<file path="config.mk">
export PLATFORM = sky130hd
export DESIGN_NAME = reset_cause_hub
export DESIGN_NICKNAME = d
export VERILOG_FILES = /design/src/rtl/rcx_pkg.sv /design/src/rtl/pin_low_filter.sv /design/src/rtl/cause_reg.sv /design/src/rtl/reset_cause_hub.sv
export SDC_FILE = /design/constraint.sdc
export NUM_CORES = 1
export LEC_CHECK = 0
export BUFFER_PORTS_ARGS = -buffer_cell sky130_fd_sc_hd__buf_2
export CORE_UTILIZATION = 51
export DETAILED_ROUTE_END_ITERATION = 8
export GPL_TIMING_DRIVEN = 0
export PLACE_DENSITY = 0.93
export SYNTH_ARGS = -nofsm -noshare
export SYNTH_HDL_FRONTEND = slang
export SYNTH_SLANG_ARGS = --single-unit
</file>
<file path="constraint.sdc">
create_clock -name clk -period 2.55 [get_ports clk]
set_input_delay 0 -clock clk [delete_from_list [all_inputs] [get_ports clk]]
set_output_delay 0 -clock clk [all_outputs]
set_load 0.02 [all_outputs]
</file>
<file path="src/rtl/rcx_pkg.sv">
package rcx_pkg;
  localparam int unsigned CAUSE_W = 16;

  localparam int unsigned B_POR   = 0;
  localparam int unsigned B_BOR   = 1;
  localparam int unsigned B_IDLE  = 2;
  localparam int unsigned B_SLEEP = 3;
  localparam int unsigned B_WDT   = 4;
  localparam int unsigned B_SW    = 6;
  localparam int unsigned B_PIN   = 7;
  localparam int unsigned B_BADOP = 14;
  localparam int unsigned B_TRAP  = 15;

  localparam logic [CAUSE_W-1:0] IMPL_MASK = 16'hE5FF;
  localparam logic [CAUSE_W-1:0] PWRON_VAL = 16'h0003;

  typedef enum logic [1:0] {
    PM_RUN   = 2'd0,
    PM_SLEEP = 2'd1,
    PM_IDLE  = 2'd2
  } pmode_e;
endpackage

</file>
<file path="src/rtl/pin_low_filter.sv">
module pin_low_filter #(
  parameter int unsigned MIN_LOW     = 100,
  parameter int unsigned SYNC_STAGES = 2
) (
  input  logic clk,
  input  logic rst_n,
  input  logic pin_n_i,
  output logic qual_o
);
  localparam int unsigned CW = $clog2(MIN_LOW + 1);
  localparam logic [CW-1:0] CNT_TOP = CW'(MIN_LOW);

  logic [SYNC_STAGES-1:0] sync_q, sync_d;
  logic [CW-1:0]          cnt_q, cnt_d;
  logic                   pin_s;

  assign pin_s = sync_q[SYNC_STAGES-1];

  always_comb begin
    sync_d = {sync_q[SYNC_STAGES-2:0], pin_n_i};
    cnt_d  = cnt_q;
    if (pin_s)                cnt_d = '0;
    else if (cnt_q != CNT_TOP) cnt_d = cnt_q + 1'b1;
  end

  always_ff @(posedge clk or negedge rst_n) begin
    if (!rst_n) begin
      sync_q <= '1;
      cnt_q  <= '0;
    end else begin
      sync_q <= sync_d;
      cnt_q  <= cnt_d;
    end
  end

  assign qual_o = !pin_s && (cnt_q == CNT_TOP);

  // First synchronized low clock can never qualify a reset
  assert_short_low_R5: assert property (@(posedge clk) disable iff (!rst_n)
    $fell(pin_s) |=> !qual_o);
endmodule

</file>
<file path="src/rtl/cause_reg.sv">
module cause_reg
  import rcx_pkg::*;
(
  input  logic               clk,
  input  logic               rst_n,
  input  logic               por_i,
  input  logic               wr_en_i,
  input  logic [CAUSE_W-1:0] wr_data_i,
  input  logic [CAUSE_W-1:0] set_i,
  input  logic [CAUSE_W-1:0] clr_i,
  output logic [CAUSE_W-1:0] q_o
);
  logic [CAUSE_W-1:0] q_q, q_d, base;

  always_comb begin
    base = wr_en_i ? wr_data_i : q_q;
    q_d  = ((base & ~clr_i) | set_i) & IMPL_MASK;
    if (por_i) q_d = PWRON_VAL;
  end

  always_ff @(posedge clk or negedge rst_n) begin
    if (!rst_n) q_q <= PWRON_VAL;
    else        q_q <= q_d;
  end

  assign q_o = q_q;

  assert_pwron_value_R2: assert property (@(posedge clk) disable iff (!rst_n)
    por_i |=> (q_o == PWRON_VAL));

  // Hardware sets survive clears and writes of the same cycle
  assert_set_wins_R10: assert property (@(posedge clk) disable iff (!rst_n)
    !por_i |=> ((q_o & $past(set_i & IMPL_MASK)) == $past(set_i & IMPL_MASK)));
endmodule

</file>
<file path="src/rtl/reset_cause_hub.sv">
module reset_cause_hub
  import rcx_pkg::*;
#(
  parameter int unsigned PIN_MIN_LOW = 100,
  parameter int unsigned SYNC_STAGES = 2
) (
  input  logic        clk,
  input  logic        rst_n,
  input  logic        por_req_i,
  input  logic        bor_req_i,
  input  logic        start_hold_i,
  input  logic        pin_n_i,
  input  logic        swrst_i,
  input  logic        wdt_expire_i,
  input  logic        hard_trap_i,
  input  logic        soft_trap_i,
  input  logic        bad_op_i,
  input  logic        enter_sleep_i,
  input  logic        enter_idle_i,
  input  logic        clrwdt_i,
  input  logic        wr_en_i,
  input  logic [15:0] wr_data_i,
  output logic        sys_rst_o,
  output logic [15:0] cause_o
);
  logic               pin_qual, trap_hit, wdt_run, wdt_wake, any_src;
  logic               rst_q, rst_d;
  pmode_e             mode_q, mode_d;
  logic [CAUSE_W-1:0] set_v, clr_v;

  pin_low_filter #(.MIN_LOW(PIN_MIN_LOW), .SYNC_STAGES(SYNC_STAGES)) u_pin (
    .clk(clk), .rst_n(rst_n), .pin_n_i(pin_n_i), .qual_o(pin_qual)
  );

  always_comb begin
    trap_hit = hard_trap_i && soft_trap_i;
    wdt_run  = wdt_expire_i && (mode_q == PM_RUN);
    wdt_wake = wdt_expire_i && (mode_q != PM_RUN);
    any_src  = por_req_i | bor_req_i | start_hold_i | pin_qual | swrst_i
             | wdt_run | trap_hit | bad_op_i;
    rst_d    = any_src;

    set_v = '0;
    set_v[B_BOR]   = bor_req_i;
    set_v[B_PIN]   = pin_qual;
    set_v[B_SW]    = swrst_i;
    set_v[B_WDT]   = wdt_expire_i;
    set_v[B_SLEEP] = enter_sleep_i | (wdt_wake && mode_q == PM_SLEEP);
    set_v[B_IDLE]  = enter_idle_i  | (wdt_wake && mode_q == PM_IDLE);
    set_v[B_TRAP]  = trap_hit;
    set_v[B_BADOP] = bad_op_i;

    clr_v = '0;
    clr_v[B_WDT]   = enter_sleep_i | enter_idle_i;
    clr_v[B_SLEEP] = clrwdt_i;
    clr_v[B_IDLE]  = clrwdt_i;

    mode_d = mode_q;
    if (any_src || wdt_wake) mode_d = PM_RUN;
    else if (enter_sleep_i)  mode_d = PM_SLEEP;
    else if (enter_idle_i)   mode_d = PM_IDLE;
  end

  always_ff @(posedge clk or negedge rst_n) begin
    if (!rst_n) begin
      rst_q  <= 1'b1;
      mode_q <= PM_RUN;
    end else begin
      rst_q  <= rst_d;
      mode_q <= mode_d;
    end
  end

  cause_reg u_cause (
    .clk(clk), .rst_n(rst_n), .por_i(por_req_i), .wr_en_i(wr_en_i),
    .wr_data_i(wr_data_i), .set_i(set_v), .clr_i(clr_v), .q_o(cause_o)
  );

  assign sys_rst_o = rst_q;

  assert_sw_pulse_R6: assert property (@(posedge clk) disable iff (!rst_n)
    swrst_i |=> (sys_rst_o && cause_o[B_SW]));

  assert_wdt_wake_R7: assert property (@(posedge clk) disable iff (!rst_n)
    (wdt_expire_i && mode_q != PM_RUN && !por_req_i && !bor_req_i && !start_hold_i
     && !pin_qual && !swrst_i && !hard_trap_i && !bad_op_i)
    |=> (!sys_rst_o && cause_o[B_WDT]));

  assert_single_trap_R8: assert property (@(posedge clk) disable iff (!rst_n)
    ((hard_trap_i ^ soft_trap_i) && !por_req_i && !wr_en_i)
    |=> (cause_o[B_TRAP] == $past(cause_o[B_TRAP])));

  assert_bor_keeps_por_R11: assert property (@(posedge clk) disable iff (!rst_n)
    (bor_req_i && !por_req_i && !wr_en_i)
    |=> (cause_o[B_BOR] && cause_o[B_POR] == $past(cause_o[B_POR])));
endmodule

</file>
==> results.json <==
{
  "die_y_um": 50.4,
  "drtPass1Iterations": 5,
  "final_util": 0.753,
  "syn-cell-area_um2": 1200,
  "ys_ff_latch": 25,
  "dieArea_um2": 2540,
  "synth_top_area_frac": 0.418,
  "whs_ps": 20.5,
  "drive_gt1_frac": 0.324,
  "synth-compound-area-share": 0.116,
  "skew_ps": 5.96,
  "status": "finished clean",
  "reg2reg_from": "u_cause.q_o[3]$_DFF_PN0_",
  "synthAdderAreaFrac": 0.0209,
  "vias_per_cell": 5.66,
  "post-dp-hpwl_mm": 1.85,
  "finalSetupViolCount": 0,
  "ys_types": 34,
  "row_count": 17,
  "period_share": 0.608,
  "postCtsSetupRepairBufs": 0,
  "vias": 1188,
  "synth_top_family_by_area": "simple AND/OR/NAND/NOR gates",
  "crit_type": "reg -> reg",
  "cp.arrival_ps": 1810,
  "powerDensity_nw_per_um2": 454,
  "synth_xor_area_frac": 0.00732,
  "period_minus_slack_ps": 1550,
  "ys.flop_type": "dfrtp_1",
  "antenna_found_initial": 0,
  "yosysMostFrequentCell": "dfrtp_1",
  "syn_inst": 116,
  "critical-path-top-delay-family": "buffers and inverters",
  "drv_slew": 0,
  "ir_drop_uv": 381,
  "critPathSlowestCell": "dlygate4sd3_1",
  "initial_core_util": 0.541,
  "cp_cell_sequence": "mux2i_1 -> or2_2 -> a31oi_1 -> dlygate4sd3_1",
  "worst_slew_pin_slew_ps": 546,
  "startpoint_type": "flip-flop",
  "finalHoldViolCount": 0,
  "fmax_mhz": 645,
  "min_from": "enter_sleep_i",
  "postPlaceCellArea_um2": 1440,
  "root_buffer": "clkbuf_4",
  "ys_async_sr_fraction": 1.00,
  "fin_area_um2": 1670,
  "p_leak_nw": 0.801,
  "clk_pin_slew_ps": 130,
  "grt_pass1_vias": 1158,
  "grt_start_max_net_pins": 26,
  "crit_start": "u_cause.q_o[3]$_DFF_PN0_",
  "crit_buf_inv": 1,
  "wl_per_cell_um": 15.5,
  "yosys.area_share.simple": 0.194,
  "synth_mux_area_frac": 0.0847,
  "ios": 48,
  "rsz0062_at_grt": "false",
  "grt_pass1_wl_mm": 5.24,
  "postRouteWirelength_mm": 3.25,
  "synth-seq-area-share": 0.528,
  "worstSkewPairLatency_ps": 310,
  "ant_nets": 0,
  "slew_headroom": 0.636,
  "cap_violations": 0,
  "tritoncts": "done",
  "drcViolationCount": 0,
  "nFillCells": 131,
  "synth_commonest_cells": "dfrtp_1 (20), nor2_1 (11), a21oi_1 (9), mux2i_1 (9), nand2_1 (7)",
  "synth_edf_count": 0,
  "antenna_cells": 0,
  "drt_iter0_markers": 38,
  "coreArea_um2": 2210,
  "area_growth_pct": 39.3,
  "cts_buffers": 3,
  "port_buffers": 40,
  "endpoint_kind": "flip-flop",
  "yosysWarnings": 0,
  "h-tree-depth": 1,
  "finalNetCount": 216,
  "max_stage_delay_ps": 570,
  "synthTopCellsByArea": "dfrtp_1 (42%), dfstp_2 (11%), mux2i_1 (7.5%)",
  "synth_area_per_cell_um2": 10.3,
  "gp_congestion": 0.812,
  "die_w_um": 50.4,
  "cp.required_ps": 2810,
  "clock_sinks": 25,
  "grt.overflow.total": 0,
  "grt_use_total": 0.279,
  "clk_path_buf_depth": 2,
  "worstHoldPathType": "in -> reg",
  "critPathMaxFanout": 2,
  "tns_ps": 0,
  "synth_top_area_cell": "dfrtp_1"
}
-- layer usage --
metal,part of all wire,vias up,GRT usage
met2,0.51,89,0.493
met3,0.086,8,0.0303
met4,0.022,0,0.134
li1,-,534,-
met5,0,-,0
met1,0.38,557,0.335
-- cells by family (layout without fill, tap and decap cells) --
family | after synthesis | in the layout
xor gates and xnor gates | 1 | 1
and+or+nand+nor | 43 | 43
muxes | 10 | 10
adders and majority gates | 2 | 2
buffers and inverters | 11 | 75
other | 1 | 3
AOI/OAI and AO/OA | 23 | 23
DFF | 25 | 25
-- power by group --
group          internal (W)  switching (W)
Clock             0.0000586       0.000115
Sequential         0.000417      0.0000140
Combinational     0.0000719      0.0000798
-- registers in the layout, indices dropped and copies added (netlist names) --
signal	count
u_cause.q_o	13
sys_rst_o	1
u_pin.cnt_q	7
u_pin.sync_q	2
mode_q	2
-- tightest hold or removal path, stage by stage --
cell and delay (ps):
buf_2 100, nor2_1 40, a21oi_1 110, nor2_1 50
-- what timing repair did --
item                      CTS  global route
hold endpoints to repair   34             0
hold buffers               20             0
gates resized for setup     0             0
-- stage by stage --
step | instances | setup WS, ps | total power, W
after floorplan | 118 | 1290 | 0.000503
after global placement | 186 | 1210 | 0.000550
after detailed placement | 186 | 1160 | 0.000558
after CTS | 210 | 1060 | 0.000751
after global routing | 210 | 949 | 0.000786
final | 210 | 1000 | 0.000757
-- final cells by class --
cell class	instances	area [um2]	area share
Timing Repair Buffer	60	400	0.240
Clock inverter	1	5.00	0.00300
Tap cell	28	35.0	0.0210
Buffer	7	40.0	0.0240
Multi-Input combinational cell	82	517	0.310
Clock buffer	3	22.5	0.0135
Sequential cell	25	632	0.379
Inverter	4	15.0	0.00901
-- cell usage in the layout (no fill, tap or decap) --
master	netlist	final
a211oi_1	2	2
a211o_1	2	2
and4bb_1	1	1
nand3b_1	1	1
and2_1	1	1
nor2b_1	3	3
clkbuf_1	1	1
ha_1	2	2
nand2b_1	1	1
buf_2	2	42
nor2_1	11	11
xor2_1	1	1
dlygate4sd3_1	0	20
or2_2	2	2
nand4_1	1	1
nor3_1	6	6
conb_1	1	3
a21oi_1	9	9
clkinv_2	0	1
o21bai_1	1	1
dfrtp_1	20	20
or3b_2	1	1
nand2_1	7	7
dfstp_2	5	5
buf_1	1	1
buf_4	3	3
o21ai_0	4	4
mux2i_1	9	9
inv_1	4	4
mux2_2	1	1
clkbuf_4	0	3
nand4bb_2	1	1
or3_1	3	3
a22oi_1	1	1
nand3_1	4	4
a31oi_1	3	3
o211ai_1	1	1
-- path summary, 6_finish.rpt --
| path | end | slack [ps] | cells past startpoint |
|---|---|---|---|
| max | u_cause.q_o[3]$_DFF_PN0_ | 1000 | 4 |
| min | u_cause.q_o[4]$_DFF_PN0_ | 20 | 4 |
| max reg2reg | u_cause.q_o[3]$_DFF_PN0_ | 1000 | 4 |
| min reg2reg | u_pin.sync_q[1]$_DFF_PN1_ | 370 | 0 |
| max in group asynchronous | sys_rst_o$_DFF_PN1_ | 1970 | 2 |
| min in group asynchronous | u_cause.q_o[6]$_DFF_PN0_ | 200 | 2 |
(Power assumes the default switching activity.)
